**src/rtl/ubm_pkg.sv**
```systemverilog
package ubm_pkg;
   typedef enum logic [1:0] {
      ST_ARMED = 2'd0,
      ST_BREAK = 2'd1,
      ST_REARM = 2'd2
   } ubm_state_e;

   localparam int unsigned UBM_THR_W = 2;
endpackage

```
**src/rtl/ubm_zero_qual.sv**
```systemverilog
module ubm_zero_qual
   import ubm_pkg::*;
#(
   parameter bit RESYNC_SUPPORT = 1'b1
) (
   input  logic                 clk,
   input  logic                 rst_n,
   input  logic                 clear_i,
   input  logic                 char_done_i,
   input  logic                 char_zero_i,
   input  logic                 need_two_i,
   output logic                 hit_o,
   output logic [UBM_THR_W-1:0] thr_o
);
   logic zchar;
   assign zchar = char_done_i & char_zero_i;

   generate
      if (RESYNC_SUPPORT) begin : g_two
         logic seen_one_q;
         logic two_eff;
         assign two_eff = need_two_i;
         assign hit_o   = zchar & (~two_eff | seen_one_q);
         assign thr_o   = two_eff ? UBM_THR_W'(2) : UBM_THR_W'(1);
         always_ff @(posedge clk or negedge rst_n) begin
            if (!rst_n) begin
               seen_one_q <= 1'b0;
            end else if (clear_i) begin
               seen_one_q <= 1'b0;
            end else if (char_done_i) begin
               seen_one_q <= zchar & ~hit_o;
            end
         end
      end else begin : g_one
         logic unused_two;
         assign unused_two = need_two_i ^ clear_i;
         assign hit_o = zchar;
         assign thr_o = UBM_THR_W'(1);
      end
   endgenerate
endmodule

```
**src/rtl/ubm_len_meter.sv**
```systemverilog
module ubm_len_meter
   import ubm_pkg::*;
#(
   parameter int unsigned CHAR_BITS = 10,
   parameter int unsigned LEN_W     = 16
) (
   input  logic                 clk,
   input  logic                 rst_n,
   input  logic                 load_i,
   input  logic [UBM_THR_W-1:0] load_val_i,
   input  logic                 run_i,
   input  logic                 bit_tick_i,
   output logic [LEN_W-1:0]     len_o
);
   localparam int unsigned BC_W = (CHAR_BITS > 1) ? $clog2(CHAR_BITS) : 1;
   localparam logic [BC_W-1:0] BC_LAST = BC_W'(CHAR_BITS - 1);
   localparam logic [LEN_W-1:0] LEN_MAX = {LEN_W{1'b1}};

   logic [BC_W-1:0]  bit_cnt_q;
   logic [LEN_W-1:0] len_q;

   always_ff @(posedge clk or negedge rst_n) begin
      if (!rst_n) begin
         bit_cnt_q <= '0;
         len_q     <= '0;
      end else if (load_i) begin
         bit_cnt_q <= '0;
         len_q     <= LEN_W'(load_val_i);
      end else if (run_i && bit_tick_i) begin
         if (bit_cnt_q == BC_LAST) begin
            bit_cnt_q <= '0;
            if (len_q != LEN_MAX) len_q <= len_q + 1'b1;
         end else begin
            bit_cnt_q <= bit_cnt_q + 1'b1;
         end
      end
   end

   assign len_o = len_q;
endmodule

```
**src/rtl/ubm_evt.sv**
```systemverilog
module ubm_evt #(
   parameter int unsigned CNT_W = 8,
   parameter int unsigned LEN_W = 16
) (
   input  logic             clk,
   input  logic             rst_n,
   input  logic             fire_start_i,
   input  logic             fire_end_i,
   input  logic             fire_close_i,
   input  logic [LEN_W-1:0] len_i,
   input  logic             ie_start_i,
   input  logic             ie_end_i,
   input  logic             ie_rx_i,
   output logic             start_o,
   output logic             end_o,
   output logic             close_o,
   output logic             irq_o,
   output logic [CNT_W-1:0] cnt_o,
   output logic [LEN_W-1:0] len_o
);
   localparam logic [CNT_W-1:0] CNT_MAX = {CNT_W{1'b1}};

   logic irq_d;
   assign irq_d = (fire_start_i & ie_start_i) | (fire_end_i & ie_end_i) |
                  (fire_close_i & ie_rx_i);

   always_ff @(posedge clk or negedge rst_n) begin
      if (!rst_n) begin
         start_o <= 1'b0;
         end_o   <= 1'b0;
         close_o <= 1'b0;
         irq_o   <= 1'b0;
         cnt_o   <= '0;
         len_o   <= '0;
      end else begin
         start_o <= fire_start_i;
         end_o   <= fire_end_i;
         close_o <= fire_close_i;
         irq_o   <= irq_d;
         if (fire_start_i && cnt_o != CNT_MAX) cnt_o <= cnt_o + 1'b1;
         if (fire_end_i) len_o <= len_i;
      end
   end
endmodule

```
**src/rtl/uart_break_monitor.sv**
```systemverilog
module uart_break_monitor
   import ubm_pkg::*;
#(
   parameter int unsigned CHAR_BITS      = 10,
   parameter int unsigned LEN_W          = 16,
   parameter int unsigned CNT_W          = 8,
   parameter bit          RESYNC_SUPPORT = 1'b1
) (
   input  logic             clk,
   input  logic             rst_n,
   input  logic             rx_line_i,
   input  logic             bit_tick_i,
   input  logic             char_done_i,
   input  logic             char_zero_i,
   input  logic             rx_busy_i,
   input  logic             sync_mode_i,
   input  logic             resync_en_i,
   input  logic             ie_start_i,
   input  logic             ie_end_i,
   input  logic             ie_rx_i,
   output logic             brk_start_o,
   output logic             brk_end_o,
   output logic [CNT_W-1:0] brk_cnt_o,
   output logic [LEN_W-1:0] brk_len_o,
   output logic             buf_close_brk_o,
   output logic             irq_o
);
   generate
      if (CHAR_BITS < 2) begin : g_bad_char
         $error("CHAR_BITS must be at least 2");
      end
      if (LEN_W < 2) begin : g_bad_len
         $error("LEN_W must hold the two-character threshold");
      end
      if (CNT_W < 1) begin : g_bad_cnt
         $error("CNT_W must be at least 1");
      end
   endgenerate

   ubm_state_e           state_q;
   logic                 hit;
   logic [UBM_THR_W-1:0] thr;
   logic                 detect;
   logic                 finish;
   logic                 rearm;
   logic [LEN_W-1:0]     len_live;

   assign detect = (state_q == ST_ARMED) & hit;
   assign finish = (state_q == ST_BREAK) & rx_line_i;
   assign rearm  = (state_q == ST_REARM) & bit_tick_i & rx_line_i;

   always_ff @(posedge clk or negedge rst_n) begin
      if (!rst_n) begin
         state_q <= ST_ARMED;
      end else begin
         unique case (state_q)
            ST_ARMED: if (detect) state_q <= ST_BREAK;
            ST_BREAK: if (finish) state_q <= ST_REARM;
            ST_REARM: if (rearm)  state_q <= ST_ARMED;
            default:              state_q <= ST_ARMED;
         endcase
      end
   end

   ubm_zero_qual #(.RESYNC_SUPPORT(RESYNC_SUPPORT)) u_qual (
      .clk         (clk),
      .rst_n       (rst_n),
      .clear_i     (state_q != ST_ARMED),
      .char_done_i (char_done_i),
      .char_zero_i (char_zero_i),
      .need_two_i  (sync_mode_i & resync_en_i),
      .hit_o       (hit),
      .thr_o       (thr)
   );

   ubm_len_meter #(.CHAR_BITS(CHAR_BITS), .LEN_W(LEN_W)) u_len (
      .clk        (clk),
      .rst_n      (rst_n),
      .load_i     (detect),
      .load_val_i (thr),
      .run_i      ((state_q == ST_BREAK) & ~rx_line_i),
      .bit_tick_i (bit_tick_i),
      .len_o      (len_live)
   );

   ubm_evt #(.CNT_W(CNT_W), .LEN_W(LEN_W)) u_evt (
      .clk          (clk),
      .rst_n        (rst_n),
      .fire_start_i (detect),
      .fire_end_i   (finish),
      .fire_close_i (detect & rx_busy_i),
      .len_i        (len_live),
      .ie_start_i   (ie_start_i),
      .ie_end_i     (ie_end_i),
      .ie_rx_i      (ie_rx_i),
      .start_o      (brk_start_o),
      .end_o        (brk_end_o),
      .close_o      (buf_close_brk_o),
      .irq_o        (irq_o),
      .cnt_o        (brk_cnt_o),
      .len_o        (brk_len_o)
   );
endmodule

```
**config.mk**
```make
export PLATFORM = sky130hd
export DESIGN_NAME = uart_break_monitor
export DESIGN_NICKNAME = d
export VERILOG_FILES = /design/src/rtl/ubm_pkg.sv /design/src/rtl/ubm_zero_qual.sv /design/src/rtl/ubm_len_meter.sv /design/src/rtl/ubm_evt.sv /design/src/rtl/uart_break_monitor.sv
export SDC_FILE = /design/constraint.sdc
export NUM_CORES = 1
export LEC_CHECK = 0
export ABC_CLOCK_PERIOD_IN_PS = 2100
export BUFFER_PORTS_ARGS = -buffer_cell sky130_fd_sc_hd__clkbuf_2
export CORE_ASPECT_RATIO = 0.7
export CORE_MARGIN = 3
export CORE_UTILIZATION = 50
export CTS_CLUSTER_DIAMETER = 80
export CTS_CLUSTER_SIZE = 8
export DETAILED_ROUTE_END_ITERATION = 8
export PLACE_DENSITY = 0.77
export SLEW_MARGIN = 20
export SYNTH_ARGS = -nofsm -noshare
export SYNTH_HDL_FRONTEND = slang
export SYNTH_SLANG_ARGS = --single-unit
```
**constraint.sdc**
```tcl
create_clock -name clk -period 2.1 [get_ports clk]
set_clock_uncertainty 0.15 [all_clocks]
set_input_delay 0.42 -clock clk [delete_from_list [all_inputs] [get_ports clk]]
set_output_delay 0.42 -clock clk [all_outputs]
set_load 0.03 [all_outputs]
```
==> out/metrics.csv <==
metric,value,unit
final_nets,306,
leakagePower,1.43,nW
finish.instance_area,0.00298,mm^2
design_power_total,0.00258,W
final_common_cell,dfrtp_1,
synth_area,0.00239,mm^2
port_buffers,39,
use_met1,32.3,%
fmax,481,MHz
rsz0062_at_grt,yes,
clk_latency,310,ps
grtUsageMet2,31.9,%
fin_tns_setup,0,ps
gp_congestion,0.878,
numClockSinks,51,
grt_pass1_wl,9530,um
crit_path_start_kind,register,
antenna_found_initial,0,
num_antenna_cells,0,
path_class,register to register,
cts_buffer_depth,2,
synthCells,220,
initial_core_util,53.3,%
ys_seq_area_share,53.5,%
hp-class,primary input to register,
die_w,88.6,um
worstMarginPinSlew,660,ps
io_pins,40,
dpl_cell_area,0.00283,mm^2
dr.first_iter.drc_count,137,
finalSetupViolCount,0,
cp-end-kind,register,
finalMaxSlewViolations,0,
grt.busiest_layer,met1,
fin_crit,2080,ps
grt.overflow.total,0,
ir_drop,724,uV
synth.distinct_cells,40,
hold_viol,0,
grt_max_degree,21,
syn_to_final_growth,25.1,%
path_clk_slew,90,ps
cts-root-buf,clkbuf_8,
synth-seq-cells,51,
vias_per_cell,5.89,
syn_nets,236,
most-common-layout-cells,"51 x dfrtp_1, 39 x clkbuf_2, 30 x buf_4",
required,2190,ps
rrSetupSlack,20,ps
cts_tree,yes,
finalCritPeriodShare,98.9,%
yosys_warnings,0,
post-dp-hpwl,4350,um
syn_avg_cell_area,10.8,um^2
grt_use_met3,4.77,%
drive_gt1_share,35.1,%
die-area,0.00565,mm^2
crit_path_max_fanout,7,
dr.pass1.iters,5,
async_flop_share,100,%
routedWlPerCell,16.7,um
die_h,63.8,um
arrival,2170,ps
grt_pass1_vias,1939,
core,0.00448,mm^2
slew_headroom,55.8,%
ys.flop_type,dfrtp_1,
route.detailed.drc,0,
whs,172,ps
fin_util,66.6,%
max_cap_violations,0,
outcome,"complete, no violations",
track_usage,21.9,%
wl,5760,um
powerDensity,863,mW/mm^2
cts_made_buffers,5,
row_count,20,
ant_nets,0,
synth_enable_flop_cells,0,
htree_levels,2,
via_count,2039,
[cell type report]
cell class | instances | area, um^2
timing repair buffer | 70 | 430
sequential | 51 | 1280
multi-input combinational | 155 | 1080
clock buffer | 8 | 100
inverter | 7 | 26.3
tap | 55 | 68.8
fill | 358 | 1500
[per-layer routing]
layer,vias to the layer above,share of wire (%),wire (um)
li1,959,-,-
met1,1007,48,2760
met2,65,46,2640
met3,8,5.0,290
met4,0,1.2,70
met5,-,0,0
[registers in the layout, indices dropped and copies added (netlist names)]
| name | count |
|---|---|
| state_q | 2 |
| u_evt.close_o | 1 |
| u_evt.cnt_o | 8 |
| u_evt.end_o | 1 |
| u_evt.irq_o | 1 |
| u_evt.len_o | 16 |
| u_evt.start_o | 1 |
| u_len.bit_cnt_q | 4 |
| u_len.len_o | 16 |
| u_qual.g_two.seen_one_q | 1 |
[through the flow]
step                      instances  worst slack, ps
after detailed placement        335            -5.45
after global routing            346            -68.3
after global placement          335             57.1
final                           346             23.1
after floorplan                 220             20.3
after CTS                       344            0.933
[cells in the mapped netlist (3+ instances only)]
cell type | count | share of area (%)
nand3_1 | 10 | 2.1
a21oi_1 | 19 | 4.0
and4_1 | 4 | 1.5
mux2_2 | 16 | 7.6
nand4_1 | 7 | 1.8
o31ai_1 | 7 | 2.2
xnor2_1 | 3 | 1.1
nand3b_1 | 3 | 0.94
nand2_1 | 20 | 3.1
or3_1 | 6 | 1.6
dfrtp_1 | 51 | 53
nor2_1 | 5 | 0.79
clkbuf_1 | 4 | 0.63
inv_1 | 6 | 0.94
nor3_1 | 8 | 1.7
or4_1 | 8 | 2.5
o21ai_0 | 8 | 1.7
and3_1 | 3 | 0.79
xor2_1 | 4 | 1.5
ha_1 | 4 | 2.1
[repair_timing]
| action | 4_1_cts | 5_1_grt |
|---|---|---|
| endpoints found under the setup margin | 1 | 12 |
| hold buffers | 1 | 0 |
| endpoints found under the hold margin | 15 | 0 |
| buffers inserted | 0 | 2 |
| pin swaps | 0 | 2 |
| gates resized for setup | 1 | 7 |
[critical path, cell delays in order (launching register included)]
cell	delay (ps)
dfrtp_1	380
inv_1	60
ha_1	150
nand3b_1	110
or4_4	600
or4_4	440
a21oi_2	130
[power by group]
part / leakage, nW / switching (W) / total, W / internal (W)
clock: 0.0515 / 0.000307 / 0.000608 / 0.000301
sequential: 0.689 / 0.000116 / 0.00122 / 0.00111
combinational: 0.694 / 0.000451 / 0.000746 / 0.000295
total: 1.43 / 0.000874 / 0.00258 / 0.00170
[kinds of logic (layout without fill, tap and decap cells)]
logic type | after synthesis | after routing | share of synthesized area, %
adders and majority gates | 4 | 4 | 2.10
DFF | 51 | 51 | 53.5
xor gates and xnor gates | 7 | 7 | 2.57
buffers and inverters | 14 | 85 | 2.31
and+or+nand+nor | 85 | 85 | 20.8
AOI/OAI and AO/OA | 41 | 41 | 10.3
muxes | 18 | 18 | 8.39
[final timing paths]
| kind | from | to | cells past startpoint |
|---|---|---|---|
| setup / recovery | u_len.bit_cnt_q[1] | u_len.len_o[11] | 6 |
| hold / removal | ie_end_i | u_evt.irq_o | 2 |
| setup reg to reg | u_len.bit_cnt_q[1] | u_len.len_o[11] | 6 |
| hold reg to reg | u_evt.cnt_o[7] | u_evt.cnt_o[7] | 1 |
| max in group asynchronous | rst_n | u_evt.len_o[7] | 3 |
| min in group asynchronous | rst_n | u_evt.close_o | 2 |
Note: power is estimated with default switching activity, not from simulation.
